<file path="src/rtl/prg_pkg.sv">
package prg_pkg;
  // timeout in half-second units for each select code
  function automatic int unsigned halves(logic [2:0] sel);
    case (sel)
      3'd6:    halves = 8;
      3'd7:    halves = 10;
      default: halves = 32'(sel) + 1;
    endcase
  endfunction
endpackage

</file>
<file path="src/rtl/prg_sync.sv">
module prg_sync #(
  parameter int unsigned WIDTH = 2
) (
  input  logic             clk_i,
  input  logic             rst_ni,
  input  logic [WIDTH-1:0] d_i,
  output logic [WIDTH-1:0] q_o
);
  for (genvar i = 0; i < WIDTH; i++) begin : g_bit
    logic s1_q, s2_q;
    // reset to 0 (pressed): a line must be seen high before arming
    always_ff @(posedge clk_i or negedge rst_ni) begin
      if (!rst_ni) begin
        s1_q <= 1'b0;
        s2_q <= 1'b0;
      end else begin
        s1_q <= d_i[i];
        s2_q <= s1_q;
      end
    end
    assign q_o[i] = s2_q;
  end
endmodule

</file>
<file path="src/rtl/prg_prescaler.sv">
module prg_prescaler #(
  parameter int unsigned DIV = 5000
) (
  input  logic clk_i,
  input  logic rst_ni,
  output logic tick_o
);
  localparam int unsigned CW = (DIV > 1) ? $clog2(DIV) : 1;

  logic [CW-1:0] cnt_q;

  always_ff @(posedge clk_i or negedge rst_ni) begin
    if (!rst_ni) begin
      cnt_q  <= '0;
      tick_o <= 1'b0;
    end else if (cnt_q == CW'(DIV - 1)) begin
      cnt_q  <= '0;
      tick_o <= 1'b1;
    end else begin
      cnt_q  <= cnt_q + CW'(1);
      tick_o <= 1'b0;
    end
  end

  assert_cnt_bound_R3: assert property (@(posedge clk_i) disable iff (!rst_ni)
    32'(cnt_q) < DIV);
endmodule

</file>
<file path="src/rtl/prg_qualify.sv">
module prg_qualify #(
  parameter int unsigned HALF_TICKS = 5000
) (
  input  logic       clk_i,
  input  logic       rst_ni,
  input  logic       tick_i,
  input  logic       both_low_i,
  input  logic [2:0] tsel_i,
  output logic       fire_o
);
  localparam int unsigned MAX_TICKS = 10 * HALF_TICKS;
  localparam int unsigned LW = $clog2(MAX_TICKS + 1);

  logic          armed_q, run_q;
  logic [LW-1:0] cnt_q, limit_q;

  always_ff @(posedge clk_i or negedge rst_ni) begin
    if (!rst_ni) begin
      armed_q <= 1'b0;
      run_q   <= 1'b0;
      cnt_q   <= '0;
      limit_q <= '0;
      fire_o  <= 1'b0;
    end else begin
      fire_o <= 1'b0;
      if (!both_low_i) begin
        armed_q <= 1'b1;
        run_q   <= 1'b0;
        cnt_q   <= '0;
      end else if (armed_q && !run_q) begin
        run_q   <= 1'b1;
        cnt_q   <= '0;
        limit_q <= LW'(prg_pkg::halves(tsel_i) * HALF_TICKS);
      end else if (run_q && tick_i) begin
        if (cnt_q == limit_q - LW'(1)) begin
          fire_o  <= 1'b1;
          run_q   <= 1'b0;
          armed_q <= 1'b0;
          cnt_q   <= '0;
        end else begin
          cnt_q <= cnt_q + LW'(1);
        end
      end
    end
  end

  assert_fire_both_low_R3: assert property (@(posedge clk_i) disable iff (!rst_ni)
    fire_o |-> $past(both_low_i));
  assert_clear_on_release_R4: assert property (@(posedge clk_i) disable iff (!rst_ni)
    !both_low_i |=> (!run_q && cnt_q == '0));
  assert_single_fire_R5: assert property (@(posedge clk_i) disable iff (!rst_ni)
    fire_o |=> !fire_o);
  assert_fire_needs_arm_R6: assert property (@(posedge clk_i) disable iff (!rst_ni)
    $rose(fire_o) |-> $past(armed_q));
  assert_limit_held_R9: assert property (@(posedge clk_i) disable iff (!rst_ni)
    (run_q && $past(run_q)) |-> $stable(limit_q));
endmodule

</file>
<file path="src/rtl/prg_pulse.sv">
module prg_pulse #(
  parameter int unsigned PULSE_TICKS = 22
) (
  input  logic clk_i,
  input  logic rst_ni,
  input  logic tick_i,
  input  logic fire_i,
  output logic active_o
);
  localparam int unsigned CW = $clog2(PULSE_TICKS + 1);

  logic [CW-1:0] cnt_q;

  always_ff @(posedge clk_i or negedge rst_ni) begin
    if (!rst_ni) begin
      active_o <= 1'b0;
      cnt_q    <= '0;
    end else if (fire_i) begin
      active_o <= 1'b1;
      cnt_q    <= '0;
    end else if (active_o && tick_i) begin
      if (cnt_q == CW'(PULSE_TICKS - 1)) active_o <= 1'b0;
      else                                cnt_q    <= cnt_q + CW'(1);
    end
  end

  assert_pulse_from_fire_R7: assert property (@(posedge clk_i) disable iff (!rst_ni)
    $rose(active_o) |-> $past(fire_i));
  assert_pulse_ends_on_tick_R7: assert property (@(posedge clk_i) disable iff (!rst_ni)
    $fell(active_o) |-> $past(tick_i));
endmodule

</file>
<file path="src/rtl/press_reset_gen.sv">
module press_reset_gen #(
  parameter int unsigned CLK_PER_TICK = 5000,
  parameter int unsigned HALF_TICKS   = 5000,
  parameter int unsigned SHORT_TICKS  = 22,
  parameter int unsigned LONG_TICKS   = 700,
  parameter bit          LONG_PULSE   = 1'b0
) (
  input  logic       clk_i,
  input  logic       rst_ni,
  input  logic       btn_a_ni,
  input  logic       btn_b_ni,
  input  logic [2:0] tsel_i,
  output logic       rst_req_no,
  output logic       pad_oe_o
);
  localparam int unsigned PULSE_TICKS = LONG_PULSE ? LONG_TICKS : SHORT_TICKS;

  logic [1:0] btn_s;
  logic       tick, fire, active;

  prg_sync #(.WIDTH(2)) i_sync (
    .clk_i, .rst_ni, .d_i({btn_b_ni, btn_a_ni}), .q_o(btn_s)
  );

  prg_prescaler #(.DIV(CLK_PER_TICK)) i_presc (
    .clk_i, .rst_ni, .tick_o(tick)
  );

  prg_qualify #(.HALF_TICKS(HALF_TICKS)) i_qual (
    .clk_i, .rst_ni, .tick_i(tick), .both_low_i(btn_s == 2'b00),
    .tsel_i, .fire_o(fire)
  );

  prg_pulse #(.PULSE_TICKS(PULSE_TICKS)) i_pulse (
    .clk_i, .rst_ni, .tick_i(tick), .fire_i(fire), .active_o(active)
  );

  assign pad_oe_o   = active;
  assign rst_req_no = ~active;

  assert_idle_after_reset_R1: assert property (@(posedge clk_i) disable iff (!rst_ni)
    $rose(rst_ni) |-> !pad_oe_o);
  assert_pulse_needs_press_R3: assert property (@(posedge clk_i) disable iff (!rst_ni)
    $rose(pad_oe_o) |-> $past(btn_s == 2'b00, 2));
endmodule

</file>
<file path="config.mk">
export PLATFORM = sky130hd
export DESIGN_NAME = press_reset_gen
export DESIGN_NICKNAME = d
export VERILOG_FILES = /design/src/rtl/prg_pkg.sv /design/src/rtl/prg_sync.sv /design/src/rtl/prg_prescaler.sv /design/src/rtl/prg_qualify.sv /design/src/rtl/prg_pulse.sv /design/src/rtl/press_reset_gen.sv
export SDC_FILE = /design/constraint.sdc
export NUM_CORES = 1
export LEC_CHECK = 0
export BUFFER_PORTS_ARGS = -buffer_cell sky130_fd_sc_hd__buf_2
export CAP_MARGIN = 20
export CORE_MARGIN = 2
export CORE_UTILIZATION = 40
export DETAILED_ROUTE_END_ITERATION = 8
export SLEW_MARGIN = 20
export SYNTH_ARGS = -nofsm -noshare
export SYNTH_HDL_FRONTEND = slang
export SYNTH_SLANG_ARGS = --single-unit
export TNS_END_PERCENT = 30
</file>
<file path="constraint.sdc">
create_clock -name clk_i -period 2.9 [get_ports clk_i]
set_clock_uncertainty 0.2 [all_clocks]
set_input_delay 0.145 -clock clk_i [delete_from_list [all_inputs] [get_ports clk_i]]
set_output_delay 0.145 -clock clk_i [all_outputs]
set_load 0.02 [all_outputs]
</file>
Yosys cells after proc, flatten, opt, wreduce, memory -nomap -nowiden:

Cells that the tools add are included.

* logic and storage cells: 68
* register bits after elaboration: 56
* bits of input ports: 7

* muxes and demuxes: 25
* equality and inequality tests: 11
* bitwise operators: 1
* reductions and logical operators: 12
* add/sub/neg operators: 5
* multiply operators: 1

Operator list (number)
* $mux W16: 4
* $mux W32: 2
* $pmux W32 S2: 1
* $mul A32 B10 Y13 const B: 1
* $add A16 B1 Y16 const B: 1
* $eq A16 B16 Y1: 1
* $sub A16 B1 Y16 const B: 1
* $mux W5: 3
* $mux W1: 14
* $add A13 B1 Y13 const B: 1
* $eq A13 B13 Y1 const B: 1
* $mux W13: 1
* $ne A2 B2 Y1 const B: 4
* $reduce_and A2 Y1: 4
* $eq A3 B3 Y1 const B: 2
* $ne A3 B3 Y1 const B: 2
* $add A5 B1 Y5 const B: 1
* $eq A5 B5 Y1 const B: 1
* $add A3 B1 Y4 const B: 1
* $reduce_bool A2 Y1: 2
* $logic_and A1 B1 Y1: 3
* $reduce_and A3 Y1: 1
* $logic_not A2 Y1: 1
* $logic_not A1 Y1: 1
* $not A1 Y1: 1

Depth between registers and ports, before layout:

Gate-level depths: netlist of the first run.

* depth after elaboration: 6
* depth in mapped cells: 16
* mapped depth without buffers: 15

By module:

Synthesis of the first run repeated with hierarchy kept, for this count alone.

* cells, all modules: 358
* area, all modules: 3478.3 um2

Modules (own cells, without submodules)
* prg_qualify: times used 1, cells an instance 263, area an instance 2408.6 um2
* prg_prescaler: times used 1, cells an instance 55, area an instance 633.1 um2
* prg_pulse: times used 1, cells an instance 32, area an instance 314.1 um2
* prg_sync: times used 1, cells an instance 6, area an instance 115.1 um2
* press_reset_gen: times used 1, cells an instance 2, area an instance 7.5 um2

Worst setup path before layout of the first run:

Ideal clock, no wire load.

* kind: input port to flip-flop
* start point: input tsel_i[0]
* end point: register i_qual.limit_q[15]
* cell stages on the path: 15
* required time: 2569 ps
* path slack: -408 ps
* data arrival time: 2977 ps
* path buffers: 1
* cell sequence: clkbuf_1 -> inv_1 -> ha_1 -> a21o_1 -> a31oi_1 -> inv_1 -> ha_1 -> ha_1 -> ha_1 -> ha_1 -> ha_1 -> a21oi_1 -> o21ai_0 -> xnor2_1 -> o21ai_0

* longest elaborated chain between the ends: 5
* elaborated cells on any way between the ends: 7
* classes of those cells: add/sub: 1; mul: 1; eq/ne: 2; mux: 3

RTL lines
* start, declared: RTL line press_reset_gen.sv:12 `input logic [2:0] tsel_i,`
* $add A3 B1 Y4 / $eq A3 B3 Y1 (equally long branches): RTL line prg_pkg.sv:7, prg_pkg.sv:4
* $pmux W32 S2 *: RTL line prg_pkg.sv:4 `case (sel)`
* $mux W32 *: RTL line prg_qualify.sv:30 `end else if (armed_q && !run_q) begin`
* $mux W32 *: RTL line prg_qualify.sv:26 `if (!both_low_i) begin`
* $mul A32 B10 Y13 *: RTL line prg_qualify.sv:33 `limit_q <= LW'(prg_pkg::halves(tsel_i) * HALF_TICKS);`
* end signal, assigned: RTL line prg_qualify.sv:33
* end, declared: RTL line prg_qualify.sv:15 `logic [LW-1:0] cnt_q, limit_q;`

Every way passes the cells marked *; elsewhere a longest branch is shown, timed or not. The select of a mux whose other input is x is not followed.
A chain may end at the register's enable or synchronous reset.

Worst setup path after layout of the first run:

* start point: register i_qual.limit_q[7]
* end point: register i_qual.armed_q

* longest elaborated chain between the ends: 4

RTL lines
* $sub A16 B1 Y16: RTL line prg_qualify.sv:35 `if (cnt_q == limit_q - LW'(1)) begin`
* $eq A16 B16 Y1: RTL line prg_qualify.sv:35
* $ne A2 B2 Y1 (no line)
* $reduce_and A3 Y1 (no line)
* end signal, assigned: RTL line prg_qualify.sv:19 `armed_q <= 1'b0;`
* end signal, assigned: RTL line prg_qualify.sv:27 `armed_q <= 1'b1;`
* end signal, assigned: RTL line prg_qualify.sv:38 `armed_q <= 1'b0;`
* end, declared: RTL line prg_qualify.sv:14 `logic armed_q, run_q;`

No other way between the ends.

==> impl_metrics.py, run 1 <==
metrics = {
    "worst_setup_path": {
        "path_cells": "inv_2 > ha_4 > or4b_4 > or4b_1 > and3_1 > o31a_1 > buf_4 > nor4_4 > buf_4 > a31oi_1",
        "crit_slowest_cell": "or4b_1",
        "cp_slowest_stage_delay_ns": 0.52,
        "path_max_fanout": 4,
        "crit_required_ns": 2.89,
        "critPathArrivalTime_ns": 2.92,
        "path_common_cell": "buf_4",
        "reg2reg_depth": 10,
        "cp-start-kind": "register",
        "endpoint_kind": "register",
        "crit_type": "reg2reg",
    },
    "clocking": {
        "clkLatencyLatePin_ns": 0.31,
        "root_buffer": "clkbuf_8",
        "h-tree-depth": 2,
        "clk_pin_slew_ns": 0.11,
        "numCtsBuffers": 5,
        "cts_tree": "built",
        "cts_sinks": 55,
        "ctsLongestPathBuffers": 2,
    },
    "timing": {
        "slew_headroom_pct": 57.6,
        "min_period_ns": 2.93,
        "setup_viol": 13,
        "hold_viol": 0,
        "worst_pin_slew_ns": 0.636,
        "min_period_over_period_pct": 101,
        "fin_ws_ns": -0.0307,
        "rsz0062_at_grt": "yes",
        "fmax_ghz": 0.341,
        "slew_viol_final": 0,
    },
    "routing": {
        "dr.pass1.iters": 5,
        "drt_iter0_drc": 78,
        "vias_per_cell": 5.16,
        "drc_errors": 0,
        "final_antenna_net_count": 0,
        "wl_mm": 6.24,
        "num_vias": 2549,
        "wl_per_cell_um": 12.6,
    },
    "synth": {
        "syn-instance-count": 352,
        "syn_avg_cell_area_um2": 9.47,
        "synth_xor_area_share_pct": 10.5,
        "synth_area_um2": 3330,
        "muxShareOfSynthArea_pct": 1.28,
        "synth-edff-count": 0,
        "synth_top_family_by_area": "simple AND/OR/NAND/NOR gates",
        "synth-compound-area-share_pct": 10.7,
        "yosys.area.top_type": "dfrtp_1",
        "async_flop_share_pct": 100,
        "synth_fp_nets": 387,
        "synth_top_flop_cell": "dfrtp_1",
        "synthTopCellsByArea": "dfrtp_1 (41%), ha_1 (11%), xnor2_1 (5.3%)",
        "yosysSeqAreaShare_pct": 41.3,
        "synth_seq_cells": 55,
        "synth_simple_gate_area_share_pct": 22.3,
        "ys_warn_count": 0,
        "synthAdderAreaFrac_pct": 10.5,
        "ys_types": 51,
        "yosysTopAreaCellShare_pct": 41.3,
    },
    "floorplan": {
        "pin_count": 9,
        "die_y_um": 95.3,
        "placementRows": 33,
        "die-area_um2": 9080,
        "core_area_um2": 8130,
        "fp.dieW_um": 95.3,
        "start_util_pct": 41.0,
    },
    "power": {
        "irDropWorstVdd_mv": 0.248,
        "p_leak_nw": 1.69,
        "power_density_nw_per_um2": 474,
    },
    "final_layout": {
        "utilization_pct": 49.1,
        "n_antenna_cell": 0,
        "final_area_um2": 3990,
        "mostFrequentLayoutCells": "dfrtp_1 (55), nand2_1 (40), nor2_1 (31)",
        "final_common_cell": "dfrtp_1",
        "drive_above_1_share_pct": 20.1,
        "area_growth_pct": 19.7,
        "fin_nets": 423,
    },
    "global_route": {
        "grt_max_degree": 52,
        "grt_pass1_vias": 2544,
        "grtUsageTotal_pct": 15.7,
        "antenna_found_initial": 0,
        "grt_pass1_wl_mm": 11.5,
        "overflow": 0,
    },
    "run_status": {
        "outcome": "finished with violations",
        "violations": "negative setup slack",
    },
    "placement": {
        "numPortBuffers": 8,
        "place_area_um2": 3830,
        "hpwl_mm": 4.80,
        "gp_congestion": 0.766,
    },
    "hold_path": {
        "min_path_type": "in2reg",
        "hold_path_depth": 4,
    },
    "job": {
        "cap_violations": 0,
    },
}
==> critical path: cells and delay by family, from the launching register on <==
| family | cells | cell delay, ns |
|---|---|---|
| AOI/OAI and AO/OA | 2 | 0.35 |
| adders and majority gates | 1 | 0.12 |
| buffers and inverters | 3 | 0.41 |
| DFF | 1 | 0.43 |
| and+or+nand+nor | 4 | 1.29 |
==> flip-flops by register name (all words and copies together), names as in the netlist <==
name               flops
i_presc.cnt_q         13
i_presc.tick_o         1
i_pulse.active_o       1
i_pulse.cnt_q          5
i_qual.armed_q         1
i_qual.cnt_q          16
i_qual.fire_o          1
i_qual.limit_q        12
i_qual.run_q           1
i_sync.g_bit.s1_q      2
i_sync.g_bit.s2_q      2
==> cell type report <==
class | count | area (µm²)
clock buffers | 6 | 82.6
clock inverters | 2 | 20.0
fillers | 745 | 4140
inverters | 14 | 52.6
multi-input cells | 271 | 2030
flip-flops and latches | 55 | 1380
well taps | 105 | 131
repair buffers | 41 | 302
==> kinds of logic after synthesis <==
kind of cell               after synthesis
buffers and inverters                   26
muxes                                    4
xor gates and xnor gates                40
and+or+nand+nor                        143
DFF                                     55
AOI/OAI and AO/OA                       56
adders and majority gates               28
==> layer usage <==
| layer | up-vias | global-route usage [%] | wire length, µm |
|---|---|---|---|
| met2 | 20 | 26.9 | 2910 |
| met5 | - | 0 | 0 |
| li1 | 1315 | - | - |
| met3 | 7 | 1.74 | 83 |
| met4 | 0 | 4.71 | 85 |
| met1 | 1207 | 20.9 | 3160 |
==> synthesized netlist by cell type (7+ instances only) <==
| cell type | instances |
|---|---|
| dfrtp_1 | 55 |
| xnor2_1 | 20 |
| nor3_1 | 12 |
| nand2_1 | 40 |
| nand4_1 | 7 |
| nor2_1 | 31 |
| xor2_1 | 20 |
| a211oi_1 | 12 |
| a21oi_1 | 10 |
| ha_1 | 28 |
| clkbuf_1 | 7 |
| inv_1 | 14 |
| o21ai_0 | 16 |
| nand3_1 | 12 |
==> timing repair <==
item | CTS | global route
buffers inserted | 0 | 1
pin swaps | 0 | 1
endpoints found under the hold margin | 57 | 0
gates resized for setup | 3 | 2
endpoints found under the setup margin | 13 | 19
hold buffers | 4 | 0
==> metrics by stage <==
stage | setup WS (ns) | setup TNS [ns] | power (mW) | std cells | hold WS, ns
after floorplan | -0.00956 | -0.00956 | 1.26 | 352 | -0.351
after global placement | -0.157 | -0.593 | 1.42 | 481 | -0.241
after detailed placement | -0.190 | -0.880 | 1.43 | 481 | -0.241
after CTS | -0.0432 | -0.360 | 1.92 | 493 | 0.118
after global routing | -0.169 | -2.43 | 2.02 | 494 | 0.166
final | -0.0307 | -0.152 | 1.89 | 494 | 0.129
==> path summary, 6_finish.rpt <==
check	startpoint	to	slack, ns
setup / recovery	i_qual.limit_q[7]	i_qual.armed_q	-0.03
hold / removal	tsel_i[2]	i_qual.limit_q[8]	0.13
setup reg to reg	i_qual.limit_q[7]	i_qual.armed_q	-0.03
hold reg to reg	i_sync.g_bit[0].s1_q	i_sync.g_bit[0].s2_q	0.16
max in group asynchronous	rst_ni	i_qual.cnt_q[10]	1.79
min in group asynchronous	rst_ni	i_presc.cnt_q[1]	0.28
==> power breakdown <==
part           switching (mW)  leakage [nW]  internal [mW]
Sequential             0.0543         0.720          0.813
Clock                   0.265        0.0533          0.202
Combinational           0.270         0.912          0.288
(Power assumes the default switching activity.)
==> run 2, diff against run 1 <==
SKIP_LAST_GASP = 1   (was unset)
==> run 2 against run 1 <==
Compared with the run above: the run still ends with negative setup slack left; fmax about the same; utilization about the same; first-iteration DRC count up 9.0%; sequential power about the same; non-clock buffer count unchanged; clock power about the same; critical path type unchanged; critical endpoint unchanged.
==> impl_metrics.py, run 2 (synthesis gave the netlist of run 1 again) <==
metrics = {
    "run_status": {
        "outcome": "finished with violations",
        "violations": "negative setup slack",
    },
    "worst_setup_path": {
        "crit_slowest_cell": "or4b_1",
        "reg2reg_depth": 10,
        "crit_required_ns": 2.89,
        "critPathArrivalTime_ns": 2.92,
        "path_cells": "inv_2 > ha_4 > or4b_4 > or4b_1 > and3_1 > o31a_1 > buf_4 > nor4_4 > buf_4 > a31oi_1",
        "path_delay_family": "simple AND/OR/NAND/NOR gates",
        "crit_type": "reg2reg",
        "path_common_cell": "buf_4",
        "cp_num_buf_inv": 3,
        "cp_slowest_stage_delay_ns": 0.52,
        "endpoint_kind": "register",
        "cp-start-kind": "register",
        "reg2reg_to": "i_qual.armed_q",
        "r2r-start": "i_qual.limit_q[7]",
        "startpoint": "i_qual.limit_q[7]",
        "path_depth": 10,
        "endpoint": "i_qual.armed_q",
        "path_max_fanout": 4,
        "r2r_slack_ns": -0.03,
    },
    "timing": {
        "min_period_over_period_pct": 101,
        "setup_viol": 13,
        "rsz0062_at_grt": "yes",
        "timing.hold.ws_ns": 0.127,
        "fmax_ghz": 0.341,
        "slew_viol_final": 0,
        "min_period_ns": 2.93,
        "worst_pin_slew_ns": 0.636,
        "tns_ns": -0.152,
        "hold_viol": 0,
        "slew_headroom_pct": 57.6,
        "fin_ws_ns": -0.0309,
    },
    "floorplan": {
        "placementRows": 33,
        "die-area_um2": 9080,
        "core_area_um2": 8130,
        "pin_count": 9,
        "die_y_um": 95.3,
        "start_util_pct": 41.0,
        "fp.dieW_um": 95.3,
    },
    "power": {
        "power_density_nw_per_um2": 474,
        "p_sw_share_pct": 31.2,
        "irDropWorstVdd_mv": 0.248,
        "p_int_mw": 1.30,
        "power.share.clock_pct": 24.7,
        "power_frac_seq_pct": 45.8,
        "total_power_mw": 1.89,
        "switchingPower_mw": 0.589,
        "p_leak_nw": 1.69,
        "power_frac_comb_pct": 29.5,
    },
    "routing": {
        "drc_errors": 0,
        "drt_iter0_drc": 85,
        "final_antenna_net_count": 0,
        "dr.pass1.iters": 4,
        "vias_per_cell": 5.19,
        "wl_per_cell_um": 12.6,
        "wl_mm": 6.24,
        "num_vias": 2563,
    },
    "final_layout": {
        "mostFrequentLayoutCells": "dfrtp_1 (55), nand2_1 (40), nor2_1 (31)",
        "area_growth_pct": 19.7,
        "fin_nets": 423,
        "n_antenna_cell": 0,
        "top_register": "i_qual.cnt_q",
        "drive_above_1_share_pct": 19.8,
        "final_common_cell": "dfrtp_1",
        "reg_top3": "i_qual.cnt_q: 16 flops, i_presc.cnt_q: 13 flops, i_qual.limit_q: 12 flops",
        "largest_reg_flops": 16,
        "fin_cells": 494,
    },
    "global_route": {
        "grtUsageTotal_pct": 15.7,
        "antenna_found_initial": 0,
        "grt_pass1_vias": 2544,
        "overflow": 0,
        "grt_pass1_wl_mm": 11.5,
        "grt_max_degree": 52,
    },
    "clocking": {
        "root_buffer": "clkbuf_8",
        "cts_tree": "built",
        "clkLatencyLatePin_ns": 0.31,
        "ctsLongestPathBuffers": 2,
        "cts_sinks": 55,
        "clk_pin_slew_ns": 0.11,
        "numCtsBuffers": 5,
        "h-tree-depth": 2,
    },
    "placement": {
        "gp_congestion": 0.766,
        "dp.cells": 481,
        "numPortBuffers": 8,
        "hpwl_mm": 4.80,
    },
    "hold_path": {
        "min_path_type": "in2reg",
        "min_from": "tsel_i[2]",
    },
    "job": {
        "cap_violations": 0,
    },
}
## run 2: how the worst min path moves through the flow
stage | end | depth (start not counted)
3_3_place_gp | i_presc.cnt_q[5] | 1
3_5_place_dp | i_presc.cnt_q[5] | 1
6_report | i_qual.limit_q[8] | 4
5_1_grt | i_qual.limit_q[8] | 4
4_1_cts | i_qual.limit_q[8] | 4
2_1_floorplan | i_presc.cnt_q[0] | 0
## run 2: worst reg2reg max path: cells and delay by family, from the launching register on
kind / cells / cell delay (ns)
AND/OR/NAND/NOR: 4 / 1.29
flip-flops: 1 / 0.43
buffers and inverters: 3 / 0.41
AO/OA/AOI/OAI: 2 / 0.35
adder cells (fa/ha/maj): 1 / 0.12
## run 2: timing repair
action / in CTS / in global routing
endpoints found under the setup margin: 13 / 19
setup buffers: 0 / 1
pin swaps: 0 / 1
gates resized for setup: 3 / 1
hold buffers: 4 / 0
endpoints found under the hold margin: 57 / 0
## run 2: metal layers
metal  global-route usage, %  wire [µm]  part of all wire (%)
met1                    20.9       3160                    51
met2                    26.9       2900                    46
met3                    1.74         88                   1.4
met4                    4.71         91                   1.5
met5                       0          0                     0
## run 2: power groups by stage
| stage | Combinational [mW] | Sequential [mW] | Clock (mW) |
|---|---|---|---|
| after floorplan | 0.392 | 0.868 | 0 |
| after global placement | 0.542 | 0.881 | 0 |
| after detailed placement | 0.550 | 0.883 | 0 |
| after CTS | 0.562 | 0.868 | 0.488 |
| after global routing | 0.635 | 0.877 | 0.512 |
| final | 0.558 | 0.867 | 0.467 |
## run 2: cell type report
class	instances	area (µm²)
clock inverter	2	20.0
multi-input combinational	271	2030
tap	105	131
fill	745	4140
sequential	55	1380
inverter	14	52.6
clock buffer	6	82.6
timing repair buffer	41	302
## run 2: through the flow
step                util (%)  cell area (µm²)  setup WS, ns
global route            49.1             3990        -0.169
detailed placement      47.1             3830        -0.190
floorplan                  -             3520      -0.00956
finish                  49.1             3990       -0.0309
global placement        47.1             3830        -0.157
CTS                     48.9             3980       -0.0432
==> run 3, diff against run 2 <==
--- a/config.mk
+++ b/config.mk
@@ -9,5 +9,8 @@
 export CAP_MARGIN = 20
+export CELL_PAD_IN_SITES_DETAIL_PLACEMENT = 1
+export CELL_PAD_IN_SITES_GLOBAL_PLACEMENT = 1
 export CORE_MARGIN = 2
-export CORE_UTILIZATION = 40
+export CORE_UTILIZATION = 44
 export DETAILED_ROUTE_END_ITERATION = 8
+export PLACE_DENSITY_LB_ADDON = 0.1
 export SKIP_LAST_GASP = 1
==> constraint.sdc (replaced) <==
create_clock -name clk_i -period 2.9 [get_ports clk_i]
set_clock_uncertainty 0.2 [all_clocks]
set_input_delay 0 -clock clk_i [delete_from_list [all_inputs] [get_ports clk_i]]
set_output_delay 0 -clock clk_i [all_outputs]
set_load 0.02 [all_outputs]
==> run 3 against run 2 <==
Compared with the run above: the flow now finishes without violations; sequential share of layout area is 0.84 points higher; wire length is 21% higher; worst hold slack worse by 0.085 ns; clock power is 1% higher; first-iteration DRC count is 14% lower; highest routed layer unchanged.
==> impl_metrics.py, run 3 (synthesis gave the netlist of run 1 again) <==
metrics = {
    "clocking": {
        "clkLatencyLatePin_ns": 0.32,
        "post_cts_buffers": 0,
        "root_buffer": "clkbuf_8",
        "numCtsBuffers": 5,
        "h-tree-depth": 2,
        "clk_pin_slew_ns": 0.11,
        "cts_tree": "built",
        "cts_sinks": 55,
        "ctsLongestPathBuffers": 2,
    },
    "final_layout": {
        "utilization_pct": 53.4,
        "drive_above_1_share_pct": 17.5,
        "fin_cells": 493,
        "fin_nets": 428,
        "final_common_cell": "dfrtp_1",
        "area_growth_pct": 16.9,
        "n_antenna_cell": 0,
        "top_register": "i_qual.cnt_q",
        "multi_input_area_um2": 1890,
        "largest_reg_flops": 16,
        "mostFrequentLayoutCells": "dfrtp_1 (55), nand2_1 (40), buf_4 (32)",
        "sequential_cell_area_um2": 1380,
        "fillers": 871,
        "reg_top3": "i_qual.cnt_q: 16 flops, i_presc.cnt_q: 13 flops, i_qual.limit_q: 12 flops",
    },
    "timing": {
        "fmax_ghz": 0.350,
        "setup_viol": 0,
        "hold_viol": 0,
        "min_period_over_period_pct": 98.7,
        "rsz0062_at_grt": "yes",
        "slew_headroom_pct": 52.1,
        "min_period_ns": 2.86,
        "worst_pin_slew_ns": 0.719,
        "slew_viol_final": 0,
    },
    "routing": {
        "dr.pass1.iters": 4,
        "drt_iter0_drc": 73,
        "final_antenna_net_count": 0,
        "wl_per_cell_um": 15.3,
        "vias_per_cell": 5.39,
        "wl_mm": 7.53,
        "drc_errors": 0,
        "num_vias": 2659,
    },
    "global_route": {
        "overflow": 0,
        "antenna_found_initial": 0,
        "grt_pass1_wl_mm": 13.4,
        "grtUsageTotal_pct": 19.9,
        "grt_max_degree": 33,
        "grt_pass1_vias": 2794,
    },
    "floorplan": {
        "die-area_um2": 8290,
        "start_util_pct": 45.7,
        "die_y_um": 91.0,
        "fp.dieW_um": 91.0,
        "core_area_um2": 7290,
        "pin_count": 9,
        "placementRows": 31,
    },
    "power": {
        "total_power_mw": 1.84,
        "power_density_nw_per_um2": 472,
        "p_leak_nw": 1.72,
        "irDropWorstVdd_mv": 0.260,
    },
    "worst_setup_path": {
        "cp_slowest_stage_delay_ns": 0.51,
        "cp_num_buf_inv": 1,
        "crit_type": "reg2reg",
        "path_delay_family": "simple AND/OR/NAND/NOR gates",
        "crit_required_ns": 2.95,
        "critPathArrivalTime_ns": 2.91,
        "path_cells": "inv_2 > ha_4 > or4b_4 > or4b_1 > and3_1 > o31a_1 > or4_4 > nor3_2",
        "cp-start-kind": "register",
        "crit_slowest_cell": "or4b_1",
        "path_max_fanout": 4,
        "endpoint_kind": "register",
    },
    "placement": {
        "dp.cells": 480,
        "gp_congestion": 0.752,
        "hpwl_mm": 5.82,
        "numPortBuffers": 8,
    },
    "job": {
        "cap_violations": 0,
    },
    "hold_path": {
        "min_path_type": "in2reg",
    },
    "run_status": {
        "outcome": "finished clean",
    },
}
run 3: report_power, final:
| group | internal, mW | switching, mW | total (mW) |
|---|---|---|---|
| sequential | 0.813 | 0.0620 | 0.875 |
| clock | 0.183 | 0.290 | 0.473 |
| combinational | 0.241 | 0.250 | 0.492 |
run 3: layout make-up:
| class | count | share of cell area [%] |
|---|---|---|
| multi-input cells | 271 | 48.5 |
| flip-flops and latches | 55 | 35.3 |
| repair buffers | 46 | 8.99 |
| well taps | 99 | 3.18 |
| clock inverters | 3 | 0.867 |
| inverters | 14 | 1.35 |
| clock buffers | 5 | 1.77 |
run 3: tightest hold or removal path: stages:
cell	delay, ns
buf_2	0.14
a31oi_2	0.16
buf_4	0.14
o21ai_0	0.08
run 3: repair_timing:
| item | CTS | global route |
|---|---|---|
| gates resized for setup | 3 | 1 |
| hold buffers | 5 | 0 |
| pin swaps | 3 | 1 |
| hold endpoints to repair | 33 | 0 |
| setup endpoints to repair | 4 | 19 |
run 3: path summary, 6_finish.rpt:
path	from	endpoint	slack (ns)	cells after the start
worst max-delay path	i_qual.limit_q[7]	i_qual.fire_o	0.04	8
worst min-delay path	tsel_i[2]	i_qual.limit_q[6]	0.04	4
worst max register to register	i_qual.limit_q[7]	i_qual.fire_o	0.04	8
worst min register to register	i_sync.g_bit[1].s1_q	i_sync.g_bit[1].s2_q	0.17	0
max in group asynchronous	rst_ni	i_qual.limit_q[8]	1.78	3
min in group asynchronous	rst_ni	i_pulse.active_o	0.05	2
run 3: metal layers:
layer | vias to the layer above | routed length (µm) | track usage (%)
li1 | 1327 | - | -
met1 | 1314 | 3790 | 27.0
met2 | 13 | 3560 | 33.8
met3 | 5 | 100 | 2.24
met4 | 0 | 71 | 5.18
met5 | - | 0 | 0
run 3: metrics by stage:
stage               cell area, µm²  TNS, ns  setup WS [ns]  hold WS, ns
finish                        3890        0         0.0388       0.0427
global route                  3890   -0.882        -0.0760       0.0856
CTS                           3890  -0.0622        -0.0171       0.0397
detailed placement            3730   -0.399         -0.224      -0.0976
global placement              3730   -0.127        -0.0934       -0.107
floorplan                     3380  -0.0138       -0.00956       -0.496
